<file path="config.mk">
export PLATFORM = sky130hd
export DESIGN_NAME = seg_tcam
export DESIGN_NICKNAME = d
export VERILOG_FILES = /design/src/rtl/seg_tcam.sv
export SDC_FILE = /design/constraint.sdc
export NUM_CORES = 1
export LEC_CHECK = 0
export BUFFER_PORTS_ARGS = -buffer_cell sky130_fd_sc_hd__buf_2
export CORE_UTILIZATION = 32
export CTS_CLUSTER_DIAMETER = 30
export DETAILED_ROUTE_END_ITERATION = 12
export PLACE_DENSITY = 0.57
export SKIP_CTS_REPAIR_TIMING = 1
export SLEW_MARGIN = 25
export SYNTH_ARGS = -nofsm -noshare
export SYNTH_HDL_FRONTEND = slang
export SYNTH_SLANG_ARGS = --single-unit
</file>
<file path="constraint.sdc">
create_clock -name clk -period 5.6 [get_ports clk]
set_clock_uncertainty 0.15 [all_clocks]
set_input_delay 1.12 -clock clk [delete_from_list [all_inputs] [get_ports clk]]
set_output_delay 1.12 -clock clk [all_outputs]
set_load 0.05 [all_outputs]
</file>
<file path="src/rtl/seg_tcam.sv">
module seg_tcam #(
  parameter int ENTRIES = 8,
  parameter int WIDTH   = 16,
  parameter int PRE_W   = 4,
  parameter int CNT_W   = 16,
  localparam int IW     = (ENTRIES > 1) ? $clog2(ENTRIES) : 1,
  localparam int MAIN_W = WIDTH - PRE_W
) (
  input  logic               clk,
  input  logic               rst_n,
  input  logic               wr_en,
  input  logic [IW-1:0]      wr_idx,
  input  logic [WIDTH-1:0]   wr_value,
  input  logic [WIDTH-1:0]   wr_care,
  input  logic               srch_go,
  input  logic [WIDTH-1:0]   srch_key,
  input  logic [WIDTH-1:0]   srch_mask,
  output logic [ENTRIES-1:0] match_vec,
  output logic               match_valid,
  output logic [CNT_W-1:0]   act_count
);

  localparam logic [CNT_W-1:0] CNT_MAX = {CNT_W{1'b1}};

  logic [WIDTH-1:0]   tv [ENTRIES];
  logic [WIDTH-1:0]   tc [ENTRIES];
  logic [ENTRIES-1:0] tvld;

  logic [ENTRIES-1:0] pre_pass, main_pass, s1_hit;
  logic               s1_valid;
  logic [MAIN_W-1:0]  s1_key, s1_mask;
  logic [CNT_W:0]     cnt_sum;

  always_ff @(posedge clk) begin
    if (wr_en && (int'(wr_idx) < ENTRIES)) begin
      tv[wr_idx] <= wr_value;
      tc[wr_idx] <= wr_care;
    end
  end

  always_ff @(posedge clk or negedge rst_n) begin
    if (!rst_n) tvld <= '0;
    else if (wr_en && (int'(wr_idx) < ENTRIES)) tvld[wr_idx] <= 1'b1;
  end

  for (genvar e = 0; e < ENTRIES; e++) begin : g_ent
    wire [PRE_W-1:0] pre_diff =
      (srch_key[PRE_W-1:0] ^ tv[e][PRE_W-1:0]) & tc[e][PRE_W-1:0] & ~srch_mask[PRE_W-1:0];
    wire [MAIN_W-1:0] main_diff =
      (s1_key ^ tv[e][WIDTH-1:PRE_W]) & tc[e][WIDTH-1:PRE_W] & ~s1_mask;
    assign pre_pass[e]  = tvld[e] & ~|pre_diff;
    assign main_pass[e] = s1_hit[e] & ~|main_diff;
  end

  always_ff @(posedge clk or negedge rst_n) begin
    if (!rst_n) begin
      s1_valid <= 1'b0;
      s1_hit   <= '0;
      s1_key   <= '0;
      s1_mask  <= '0;
    end else begin
      s1_valid <= srch_go;
      if (srch_go) begin
        s1_hit  <= pre_pass;
        s1_key  <= srch_key[WIDTH-1:PRE_W];
        s1_mask <= srch_mask[WIDTH-1:PRE_W];
      end
    end
  end

  always_comb begin
    cnt_sum = {1'b0, act_count};
    for (int e = 0; e < ENTRIES; e++) cnt_sum = cnt_sum + (CNT_W+1)'(s1_hit[e]);
  end

  always_ff @(posedge clk or negedge rst_n) begin
    if (!rst_n) begin
      match_vec   <= '0;
      match_valid <= 1'b0;
      act_count   <= '0;
    end else begin
      match_valid <= s1_valid;
      if (s1_valid) begin
        match_vec <= main_pass;
        act_count <= cnt_sum[CNT_W] ? CNT_MAX : cnt_sum[CNT_W-1:0];
      end
    end
  end


  final_gated_chk: assert property (@(posedge clk) disable iff (!rst_n)
    s1_valid |=> ((match_vec & ~$past(s1_hit)) == '0));


  valid_follows_strobe_chk: assert property (@(posedge clk) disable iff (!rst_n)
    match_valid |-> $past(s1_valid));


  vec_hold_chk: assert property (@(posedge clk) disable iff (!rst_n)
    !match_valid |-> $stable(match_vec));


  count_monotone_chk: assert property (@(posedge clk) disable iff (!rst_n)
    act_count >= $past(act_count));


  count_sat_chk: assert property (@(posedge clk) disable iff (!rst_n)
    ($past(act_count) == CNT_MAX) |-> (act_count == CNT_MAX));


  invalid_no_hit_chk: assert property (@(posedge clk) disable iff (!rst_n)
    srch_go |=> ((s1_hit & ~$past(tvld)) == '0));

endmodule

</file>
==> load_flow_metrics.sql, run 1 <==
INSERT INTO impl_metrics (metric_group, metric, value, unit) VALUES
('timing', 'layout_worst_path_cycle_share', '0.722', ''),
('layout', 'finish.cell_count_without_fillers', '1546', ''),
('synth', 'number_of_enable_flip_flop_cells_after_synthesis', '256', ''),
('timing', 'rsz_0062_raised_after_global_routing', 'no', ''),
('timing', 'fmax', '247', 'MHz'),
('global_route', 'first_global_vias', '7418', ''),
('drt', 'postRouteWirelength', '30.1', 'mm'),
('run', 'max-cap-violations', '0', ''),
('layout', 'area.growth.synth_to_final', '27.1', '%'),
('cts', 'htree_depth', '3', ''),
('power_and_ir_drop', 'power.ir.vdd_worst', '0.199', 'mV'),
('synth', 'synthDominantCellAreaShare', '0.589', ''),
('timing', 'tightest_slew', '0.967', 'ns'),
('placement', 'placed_cells', '1419', ''),
('global_route', 'grt_start_max_net_pins', '67', ''),
('layout', 'finish.net_count', '1048', ''),
('global_route', 'gr_usage_total', '0.147', ''),
('drt', 'post-route-drc-count', '0', ''),
('placement', 'gpl.final_weighted_congestion', '0.772', ''),
('synth', 'synthesis.area_per_instance', '15.8', 'sq um'),
('floorplan', 'ios', '96', ''),
('drt', 'vias_post_dr', '7197', ''),
('timing', 'slew_violations', '0', ''),
('placement', 'dpl.hpwl', '19.7', 'mm'),
('layout', 'mostFrequentLayoutCell', 'sky130_fd_sc_hd__edfxtp_1', ''),
('placement', 'port-buffer-count', '95', ''),
('layout', 'insertedDiodeCount', '0', ''),
('timing', 'relSlewSlack', '0.355', ''),
('cts', 'tritoncts_num_sinks', '322', ''),
('cts', 'number_of_buffers_created_by_cts', '69', ''),
('timing', 'finalSetupTns', '0', 'ns'),
('synth', 'synth_area_leader_cell', 'sky130_fd_sc_hd__edfxtp_1', ''),
('synth', 'netlist_top_cells_area', 'sky130_fd_sc_hd__edfxtp_1 59%, sky130_fd_sc_hd__dfrtp_1 13%, sky130_fd_sc_hd__xnor2_1 6.0%', ''),
('critical_path', 'timing.setup.critical_path_class', 'reg -> reg', ''),
('timing', 'layout_setup_ws', '1.56', 'ns'),
('power_and_ir_drop', 'power_density_normalized_to_cell_area', '469', 'mW/mm^2'),
('drt', 'vias_per_cell', '4.66', ''),
('timing', 'period_needed', '4.04', 'ns'),
('global_route', 'grt_antenna_before_repair', '1', ''),
('critical_path', 'cp.required', '5.87', 'ns'),
('synth', 'post_synth_inst_count', '825', ''),
('floorplan', 'die_w', '204', 'um'),
('floorplan', 'initial_utilization', '0.326', ''),
('hold_path', 'min-delay-path-class', 'reg -> reg', ''),
('power_and_ir_drop', 'finalPower', '7.79', 'mW'),
('synth', 'synth_cell_types', '48', ''),
('layout', 'layout.filler_cells', '3666', ''),
('global_route', 'globalRoute.totalOverflow', '0', ''),
('drt', 'dr.first_iter.drc_count', '453', ''),
('drt', 'first_pass_iters', '4', ''),
('cts', 'cts_root_buffer', 'sky130_fd_sc_hd__clkbuf_16', ''),
('cts', 'clock_latency', '0.56', 'ns'),
('run_status', 'outcome', 'completed', ''),
('cts', 'clock_tree.buffer_depth', '3', ''),
('critical_path', 'cp.arrival', '4.31', 'ns'),
('floorplan', 'core.rowCount', '73', ''),
('cts', 'tritoncts', 'built', ''),
('critical_path', 'critPathMaxFanout', '12', ''),
('power_and_ir_drop', 'p_leak', '5.82', 'nW'),
('floorplan', 'die_height', '204', 'um'),
('synth', 'postSynthRegisterBits', '322', ''),
('synth', 'yosysWarnings', '0', ''),
('drt', 'routed_wire_length_per_instance', '19.5', 'um'),
('layout', 'most_frequent_cells_in_the_layout', '256 x sky130_fd_sc_hd__edfxtp_1, 94 x sky130_fd_sc_hd__buf_2, 90 x sky130_fd_sc_hd__xnor2_1', ''),
('floorplan', 'coreArea', '0.0400', 'sq mm'),
('floorplan', 'design.die.area', '0.0416', 'sq mm'),
('synth', 'synth_nets', '907', ''),
('critical_path', 'worstSetupEndpointType', 'flip-flop', ''),
('global_route', 'grt_first_pass_wirelength', '45.0', 'mm'),
('synth', 'asyncSetResetFlopFracSynth', '0.205', ''),
('layout', 'post_route_cells_drive_above_1_share', '0.264', ''),
('cts', 'cts.reportedPaths.clkPinSlew', '0.05', 'ns'),
('placement', 'placement.setup.worst_slack', '1.56', 'ns'),
('layout', 'fin_util', '0.415', ''),
('critical_path', 'critPathLaunchType', 'flip-flop', ''),
('timing', 'timing.final.hold_violations', '0', ''),
('timing', 'setup_viol', '0', ''),
('synth', 'syn-cell-area', '0.0131', 'sq mm'),
('synth', 'predominant_post_synthesis_flop_cell', 'sky130_fd_sc_hd__edfxtp_1', ''),
('synth', 'sequential_area_share_after_synthesis', '0.715', ''),
('drt', 'drtAntennaViolNets', '0', '');
synthesized netlist by cell type, types with 12 or more instances:
cell / instances
sky130_fd_sc_hd__nor3b_1: 88
sky130_fd_sc_hd__buf_2: 20
sky130_fd_sc_hd__dfrtp_1: 66
sky130_fd_sc_hd__o21ai_0: 13
sky130_fd_sc_hd__inv_1: 21
sky130_fd_sc_hd__nand4_1: 24
sky130_fd_sc_hd__mux2_2: 24
sky130_fd_sc_hd__nor4_1: 16
sky130_fd_sc_hd__nor3_1: 12
sky130_fd_sc_hd__xnor2_1: 90
sky130_fd_sc_hd__nor2_1: 13
sky130_fd_sc_hd__nand3b_1: 40
sky130_fd_sc_hd__xor2_1: 44
sky130_fd_sc_hd__nand2_1: 18
sky130_fd_sc_hd__edfxtp_1: 256
power breakdown:
part / total, mW / internal (mW) / switching (mW)
Sequential: 2.87 / 2.73 / 0.139
Clock: 4.05 / 2.74 / 1.30
Combinational: 0.877 / 0.342 / 0.535
Total: 7.79 / 5.82 / 1.98
kinds of logic (layout without fill, tap and decap cells):
logic type,count (synthesis),after routing,synth area share
AO/OA/AOI/OAI,37,37,0.0176
XOR/XNOR,134,134,0.0899
adder cells (fa/ha/maj),11,11,0.0134
buffers and inverters,55,251,0.0186
flip-flops,322,322,0.715
multiplexers,28,28,0.0242
AND/OR/NAND/NOR,238,238,0.121
through the flow:
step                      hold slack (ns)  area, sq um
after global routing                0.338        16600
after CTS                           0.317        16600
after floorplan                     0.205        13100
after detailed placement            0.306        14200
after global placement              0.301        14100
final                               0.318        16600
critical path, cell delays in order, from the launching register on:
cell	delay [ns]
sky130_fd_sc_hd__dfrtp_1	0.40
sky130_fd_sc_hd__fa_1	0.54
sky130_fd_sc_hd__inv_1	0.05
sky130_fd_sc_hd__fa_1	0.45
sky130_fd_sc_hd__fa_1	0.51
sky130_fd_sc_hd__fa_1	0.19
sky130_fd_sc_hd__inv_1	0.06
sky130_fd_sc_hd__fa_1	0.48
sky130_fd_sc_hd__a21o_1	0.21
sky130_fd_sc_hd__a21oi_2	0.23
sky130_fd_sc_hd__or3_4	0.27
sky130_fd_sc_hd__nand2_1	0.08
sky130_fd_sc_hd__mux2_1	0.29
sequential cells by signal, summed over array words and instances, names as in the netlist:
name,flops
s1_key,12
s1_mask,12
act_count,16
match_valid,1
s1_hit,8
tv,128
s1_valid,1
tvld,8
match_vec,8
tc,128
path summary, 6_finish.rpt:
check                              from            end  slack [ns]  cells past startpoint
min                             tvld[4]        tvld[4]        0.32                      1
min in group asynchronous         rst_n     s1_mask[6]        0.42                      1
max reg2reg                act_count[0]  act_count[13]        1.56                     12
min reg2reg                     tvld[4]        tvld[4]        0.32                      1
max in group asynchronous         rst_n     s1_mask[4]        4.34                      1
max                        act_count[0]  act_count[13]        1.56                     12
per-layer routing:
metal  wire (um)  track usage  vias to the layer above
met1       13400        0.190                     3640
met3        1340       0.0351                       53
li1            -            -                     3351
met4         596       0.0477                        2
met2       14700        0.241                      151
met5          13            0                        -
final cells by class:
| type | count | area [sq um] | area share |
|---|---|---|---|
| repair buffers | 104 | 629 | 0.0379 |
| clock buffers | 87 | 1950 | 0.117 |
| inverters | 21 | 78.8 | 0.00475 |
| well taps | 525 | 657 | 0.0396 |
| flip-flops and latches | 322 | 9340 | 0.563 |
| multi-input cells | 448 | 3530 | 0.213 |
| clock inverters | 39 | 417 | 0.0251 |
No activity file was read; power rests on OpenSTA's default activity.
==> run 2, diff against run 1 <==
Settings changed: PLACE_DENSITY 0.57 to 0.58.
Clock period 5.6 ns to 3.49 ns, I/O delays scaled along.
==> run 2 against run 1 <==
Against the previous run:
- highest routed layer unchanged
- total power is 65% higher
- count of clock-buffer cells in the layout rose by 3
- via count up 1.1%
- the flow now finishes with violations (setup timing)
- wire length shrank 0.18%
==> load_flow_metrics.sql, run 2 (synthesis results as in run 1) <==
INSERT INTO impl_metrics (metric_group, metric, value, unit) VALUES
('critical_path', 'worst-path-stages', '13', ''),
('power_and_ir_drop', 'finalPower', '12.8', 'mW'),
('floorplan', 'core.rowCount', '73', ''),
('run_status', 'outcome', 'finished, violations left', ''),
('critical_path', 'timing.critical_path.mode_cell', 'sky130_fd_sc_hd__fa_1', ''),
('timing', 'tightest_slew', '0.901', 'ns'),
('global_route', 'globalRoute.totalOverflow', '0', ''),
('layout', 'multi_input_area', '0.00359', 'sq mm'),
('run_status', 'violated_checks', 'setup timing', ''),
('critical_path', 'critPathSlowestCell', 'sky130_fd_sc_hd__fa_1', ''),
('floorplan', 'coreArea', '0.0400', 'sq mm'),
('timing', 'layout_setup_ws', '-0.194', 'ns'),
('placement', 'dpl.hpwl', '19.6', 'mm'),
('critical_path', 'reg2regPathDepth', '13', ''),
('critical_path', 'r2r_setup_slack', '-0.19', 'ns'),
('global_route', 'first_global_vias', '7661', ''),
('power_and_ir_drop', 'power.ir.vdd_worst', '0.415', 'mV'),
('critical_path', 'timing.setup.critical_path_class', 'reg -> reg', ''),
('timing', 'fmax', '271', 'MHz'),
('cts', 'number_of_buffers_created_by_cts', '73', ''),
('hold_path', 'min-delay-path-class', 'in -> async', ''),
('placement', 'gpl.final_weighted_congestion', '0.779', ''),
('layout', 'most_frequent_cells_in_the_layout', '256 x sky130_fd_sc_hd__edfxtp_1, 94 x sky130_fd_sc_hd__buf_2, 90 x sky130_fd_sc_hd__xnor2_1', ''),
('layout', 'regs_by_ff_count', 'tc: 128 flops, tv: 128 flops, act_count: 16 flops', ''),
('critical_path', 'r2r_start', 's1_hit[2]', ''),
('layout', 'post_route_cells_drive_above_1_share', '0.287', ''),
('layout', 'area.sequential', '0.00934', 'sq mm'),
('timing', 'relSlewSlack', '0.399', ''),
('critical_path', 'critical-path-top-delay-family', 'adder cells', ''),
('timing', 'timing.final.hold_violations', '0', ''),
('timing', 'hold-worst-slack', '0.0164', 'ns'),
('floorplan', 'die_w', '204', 'um'),
('critical_path', 'max_stage_delay', '0.55', 'ns'),
('global_route', 'use_met1', '0.195', ''),
('global_route', 'grt_start_max_net_pins', '48', ''),
('power_and_ir_drop', 'p_leak', '5.92', 'nW'),
('drt', 'postRouteWirelength', '30.0', 'mm'),
('layout', 'mostFrequentLayoutCell', 'sky130_fd_sc_hd__edfxtp_1', ''),
('global_route', 'met2_usage', '0.234', ''),
('cts', 'cts_root_buffer', 'sky130_fd_sc_hd__clkbuf_16', ''),
('global_route', 'grt_antenna_before_repair', '3', ''),
('drt', 'first_pass_iters', '4', ''),
('placement', 'dpl-instance-area', '0.0143', 'sq mm'),
('floorplan', 'design.die.area', '0.0416', 'sq mm'),
('cts', 'clock_tree.buffer_depth', '3', ''),
('critical_path', 'crit_end', 'act_count[12]', ''),
('drt', 'vias_post_dr', '7278', ''),
('layout', 'fin_util', '0.419', ''),
('critical_path', 'crit_path_start', 's1_hit[2]', ''),
('timing', 'setup_viol', '15', ''),
('run', 'max-cap-violations', '0', ''),
('drt', 'dr.first_iter.drc_count', '438', ''),
('global_route', 'grt_most_used_layer', 'met2', ''),
('placement', 'port-buffer-count', '95', ''),
('critical_path', 'rr_endpoint', 'act_count[12]', ''),
('drt', 'post-route-drc-count', '0', ''),
('critical_path', 'worstSetupEndpointType', 'flip-flop', ''),
('layout', 'postLayoutCellArea', '0.0168', 'sq mm'),
('timing', 'layout_worst_path_cycle_share', '1.06', ''),
('global_route', 'gr_usage_total', '0.147', ''),
('cts', 'htree_depth', '3', ''),
('drt', 'vias_per_cell', '4.64', ''),
('drt', 'routed_wire_length_per_instance', '19.1', 'um'),
('floorplan', 'die_height', '204', 'um'),
('critical_path', 'critPathLaunchType', 'flip-flop', ''),
('cts', 'tritoncts', 'built', ''),
('global_route', 'grtUsageMet3', '0.0367', ''),
('layout', 'area.growth.synth_to_final', '28.5', '%'),
('critical_path', 'cp.arrival', '3.98', 'ns'),
('cts', 'tritoncts_num_sinks', '322', ''),
('critical_path', 'cp_cell_sequence', 'fa_1, inv_2, fa_1, fa_1, fa_2, inv_2, fa_2, a21o_1, a21oi_2, buf_4, nor3_4, nand2_2, mux2_4', ''),
('floorplan', 'ios', '96', ''),
('layout', 'layout.filler_cells', '3655', ''),
('power_and_ir_drop', 'power_density_normalized_to_cell_area', '764', 'mW/mm^2'),
('critical_path', 'critPathBufInv', '3', ''),
('timing', 'finalSetupTns', '-1.19', 'ns'),
('drt', 'drtAntennaViolNets', '0', ''),
('critical_path', 'critPathMaxFanout', '3', ''),
('critical_path', 'cp.required', '3.79', 'ns'),
('timing', 'slew_violations', '0', ''),
('floorplan', 'initial_utilization', '0.326', ''),
('timing', 'period_needed', '3.68', 'ns'),
('cts', 'cts.reportedPaths.clkPinSlew', '0.04', 'ns'),
('timing', 'rsz_0062_raised_after_global_routing', 'yes', ''),
('layout', 'finish.net_count', '1067', ''),
('global_route', 'grt_first_pass_wirelength', '45.6', 'mm'),
('cts', 'clock_latency', '0.56', 'ns');
## run 2: cell count changes in the layout (fill, tap and decap cells not counted), moves of 4 or more
| cell | previous run | this run |
|---|---|---|
| sky130_fd_sc_hd__buf_16 | 4 | 0 |
| sky130_fd_sc_hd__buf_4 | 5 | 21 |
| sky130_fd_sc_hd__clkbuf_1 | 7 | 13 |
| sky130_fd_sc_hd__clkbuf_8 | 7 | 2 |
| sky130_fd_sc_hd__clkinv_1 | 3 | 7 |
| sky130_fd_sc_hd__clkinv_2 | 11 | 17 |
| sky130_fd_sc_hd__clkinvlp_4 | 10 | 5 |
| sky130_fd_sc_hd__nand2_1 | 18 | 11 |
| sky130_fd_sc_hd__nand2_2 | 1 | 8 |
## run 2: how the worst min path moves through the flow
stage / from / endpoint / slack [ns]
global route: rst_n / s1_key[0] / 0.06
finish: rst_n / s1_key[6] / 0.02
floorplan: s1_valid / match_valid / 0.20
global placement: tvld[7] / tvld[7] / 0.30
detailed placement: tvld[5] / tvld[5] / 0.31
CTS: rst_n / s1_key[6] / 0.06
## run 2: worst register-to-register path: stages, from the launching register on
cell and delay [ns]:
sky130_fd_sc_hd__dfrtp_1 0.39, sky130_fd_sc_hd__fa_1 0.55, sky130_fd_sc_hd__inv_2 0.04, sky130_fd_sc_hd__fa_1 0.45
sky130_fd_sc_hd__fa_1 0.51, sky130_fd_sc_hd__fa_2 0.21, sky130_fd_sc_hd__inv_2 0.04, sky130_fd_sc_hd__fa_2 0.36
sky130_fd_sc_hd__a21o_1 0.20, sky130_fd_sc_hd__a21oi_2 0.14, sky130_fd_sc_hd__buf_4 0.15, sky130_fd_sc_hd__nor3_4 0.04
sky130_fd_sc_hd__nand2_2 0.07, sky130_fd_sc_hd__mux2_4 0.29
## run 2: layer usage
layer,up-vias,share of wire
li1,3396,-
met1,3628,0.45
met2,173,0.47
met3,75,0.057
met4,6,0.026
met5,-,0.0011
## run 2: layout make-up
type | instances | share of cell area
Antenna cell | 1 | 0.000149
Clock buffer | 90 | 0.116
Clock inverter | 44 | 0.0284
Inverter | 21 | 0.00470
Multi-Input combinational cell | 448 | 0.214
Sequential cell | 322 | 0.557
Tap cell | 525 | 0.0392
Timing Repair Buffer | 119 | 0.0406
## run 2: power by group
part	switching [mW]	internal, mW	leakage, nW
logic	0.927	0.657	1.62
registers	0.212	4.38	3.11
clock network	2.09	4.55	1.19
total	3.23	9.59	5.92
## run 2: metrics by stage
stage               setup slack [ns]  instances
finish                        -0.194       1570
detailed placement            -0.240       1434
global placement              -0.195       1434
floorplan                     -0.237        825
CTS                           -0.229       1568
global route                  -0.338       1569
==> run 3, diff against run 2 <==
Settings changed: CTS_BUF_LIST set to sky130_fd_sc_hd__clkbuf_16.
==> run 3 against run 2 <==
Against the previous run:
- the run still ends with setup timing left
- register-to-register slack hardly changed
- fmax hardly changed
- non-clock buffer count stayed put
- hold slack hardly changed
- cell count stayed put
- global-route usage stayed put
- sequential share of layout area is 0.066 points higher
- count of clock-buffer cells in the layout is 15 lower
- core utilization is 0.050 points lower
- first-iteration DRC count is 0.91% lower
- design area is 0.12% lower
- largest cell class unchanged
- largest power group unchanged
- highest routed layer unchanged
==> load_flow_metrics.sql, run 3 (synthesis results as in run 1) <==
INSERT INTO impl_metrics (metric_group, metric, value, unit) VALUES
('global_route', 'globalRoute.totalOverflow', '0', ''),
('drt', 'routed_wire_length_per_instance', '19.1', 'um'),
('drt', 'post-route-drc-count', '0', ''),
('global_route', 'grt_most_used_layer', 'met2', ''),
('power_and_ir_drop', 'power_density_normalized_to_cell_area', '760', 'mW/mm^2'),
('run_status', 'outcome', 'finished, violations left', ''),
('power_and_ir_drop', 'seqPwrFrac', '0.361', ''),
('drt', 'postRouteWirelength', '30.0', 'mm'),
('cts', 'clock_tree.buffer_depth', '3', ''),
('power_and_ir_drop', 'netSwitchingFraction', '0.254', ''),
('timing', 'period_needed', '3.68', 'ns'),
('placement', 'dpl.hpwl', '19.6', 'mm'),
('drt', 'vias_post_dr', '7291', ''),
('critical_path', 'critPathLaunchType', 'flip-flop', ''),
('global_route', 'met2_usage', '0.234', ''),
('cts', 'htree_depth', '3', ''),
('global_route', 'grtUsageMet3', '0.0367', ''),
('timing', 'timing.final.hold_violations', '0', ''),
('placement', 'port-buffer-count', '95', ''),
('placement', 'placement.setup.worst_slack', '-0.240', 'ns'),
('run', 'max-cap-violations', '0', ''),
('global_route', 'grt_first_pass_wirelength', '45.6', 'mm'),
('timing', 'fmax', '272', 'MHz'),
('global_route', 'first_global_vias', '7661', ''),
('floorplan', 'die_w', '204', 'um'),
('floorplan', 'coreArea', '0.0400', 'sq mm'),
('hold_path', 'min-delay-path-class', 'in -> async', ''),
('cts', 'tritoncts', 'built', ''),
('critical_path', 'worstSetupEndpointType', 'flip-flop', ''),
('floorplan', 'initial_utilization', '0.326', ''),
('power_and_ir_drop', 'power.ir.vdd_worst', '0.415', 'mV'),
('drt', 'vias_per_cell', '4.64', ''),
('cts', 'tritoncts_num_sinks', '322', ''),
('timing', 'layout_setup_ws', '-0.192', 'ns'),
('placement', 'gpl.final_weighted_congestion', '0.779', ''),
('layout', 'most_frequent_cells_in_the_layout', '256 x sky130_fd_sc_hd__edfxtp_1, 94 x sky130_fd_sc_hd__buf_2, 90 x sky130_fd_sc_hd__xnor2_1', ''),
('cts', 'cts_root_buffer', 'sky130_fd_sc_hd__clkbuf_16', ''),
('drt', 'dr.first_iter.drc_count', '434', ''),
('floorplan', 'ios', '96', ''),
('run_status', 'violated_checks', 'setup timing', ''),
('critical_path', 'cp.arrival', '3.98', 'ns'),
('layout', 'finish.net_count', '1067', ''),
('timing', 'relSlewSlack', '0.400', ''),
('timing', 'layout_worst_path_cycle_share', '1.06', ''),
('layout', 'mostFrequentLayoutCell', 'sky130_fd_sc_hd__edfxtp_1', ''),
('timing', 'setup_viol', '15', ''),
('layout', 'area.growth.synth_to_final', '28.3', '%'),
('timing', 'rsz_0062_raised_after_global_routing', 'yes', ''),
('power_and_ir_drop', 'p_leak', '5.96', 'nW'),
('drt', 'first_pass_iters', '5', ''),
('layout', 'area.sequential', '0.00934', 'sq mm'),
('layout', 'multi_input_area', '0.00359', 'sq mm'),
('drt', 'drtAntennaViolNets', '0', ''),
('timing', 'finalSetupTns', '-1.19', 'ns'),
('floorplan', 'core.rowCount', '73', ''),
('global_route', 'grt_start_max_net_pins', '48', ''),
('layout', 'fin_util', '0.419', ''),
('power_and_ir_drop', 'net-switching-power', '3.23', 'mW'),
('timing', 'tightest_slew', '0.899', 'ns'),
('critical_path', 'critPathMaxFanout', '3', ''),
('cts', 'clock_latency', '0.56', 'ns'),
('layout', 'post_route_cells_drive_above_1_share', '0.285', ''),
('floorplan', 'design.die.area', '0.0416', 'sq mm'),
('cts', 'cts.reportedPaths.clkPinSlew', '0.04', 'ns'),
('power_and_ir_drop', 'pwr-share-clk', '0.515', ''),
('critical_path', 'timing.setup.critical_path_class', 'reg -> reg', ''),
('power_and_ir_drop', 'finalPower', '12.7', 'mW'),
('floorplan', 'die_height', '204', 'um'),
('cts', 'number_of_buffers_created_by_cts', '73', ''),
('critical_path', 'cp.required', '3.79', 'ns'),
('global_route', 'use_met1', '0.195', ''),
('timing', 'slew_violations', '0', ''),
('layout', 'layout.filler_cells', '3657', ''),
('layout', 'regs_by_ff_count', 'tc: 128 flops, tv: 128 flops, act_count: 16 flops', ''),
('power_and_ir_drop', 'internal_power_summed_over_all_cells', '9.51', 'mW'),
('global_route', 'gr_usage_total', '0.147', ''),
('power_and_ir_drop', 'combinationalPowerShare', '0.124', ''),
('global_route', 'grt_antenna_before_repair', '3', '');
## run 3: worst max-delay path, cell delays in order, from the launching register on
cell and delay [ns]:
sky130_fd_sc_hd__dfrtp_1 0.39, sky130_fd_sc_hd__fa_1 0.55, sky130_fd_sc_hd__inv_2 0.04, sky130_fd_sc_hd__fa_1 0.45, sky130_fd_sc_hd__fa_1 0.51, sky130_fd_sc_hd__fa_2 0.21
sky130_fd_sc_hd__inv_2 0.04, sky130_fd_sc_hd__fa_2 0.36, sky130_fd_sc_hd__a21o_1 0.20, sky130_fd_sc_hd__a21oi_2 0.14, sky130_fd_sc_hd__buf_4 0.14, sky130_fd_sc_hd__nor3_4 0.04
sky130_fd_sc_hd__nand2_2 0.07, sky130_fd_sc_hd__mux2_4 0.29
## run 3: power groups by stage
stage | logic, mW | registers, mW | clock network (mW)
floorplan | 0.891 | 4.75 | 0
global placement | 1.49 | 4.66 | 0
detailed placement | 1.52 | 4.66 | 0
CTS | 1.53 | 4.60 | 6.68
global route | 1.77 | 4.62 | 6.87
finish | 1.59 | 4.60 | 6.56
## run 3: stage by stage
step	cell area (sq um)	hold slack (ns)	std cells
final	16800	0.0167	1570
after global routing	16800	0.0629	1569
after CTS	16700	0.0570	1568
after detailed placement	14300	0.306	1434
after global placement	14300	0.302	1434
after floorplan	13100	0.205	825
## run 3: worst paths after layout
check,from,end,slack [ns],depth (start not counted)
min in group clk,srch_key[10],s1_key[6],0.22,2
worst min-delay path,rst_n,s1_key[6],0.02,1
worst max-delay path,s1_hit[2],act_count[12],-0.19,13
worst max register to register,s1_hit[2],act_count[12],-0.19,13
worst min register to register,tvld[5],tvld[5],0.31,1
max in group asynchronous,rst_n,s1_mask[10],2.46,2
## run 3: area by class of cell
type,count,area share
antenna,1,0.000149
timing repair buffer,119,0.0407
clock buffer,75,0.112
clock inverter,59,0.0318
sequential,322,0.557
inverter,21,0.00470
multi-input combinational,448,0.214
tap,525,0.0392
## run 3: layer usage
layer	vias to the layer above	wire, um	share of wire
met5	-	32	0.0011
met3	74	1630	0.054
li1	3401	-	-
met2	186	14100	0.47
met1	3624	13500	0.45
met4	6	782	0.026
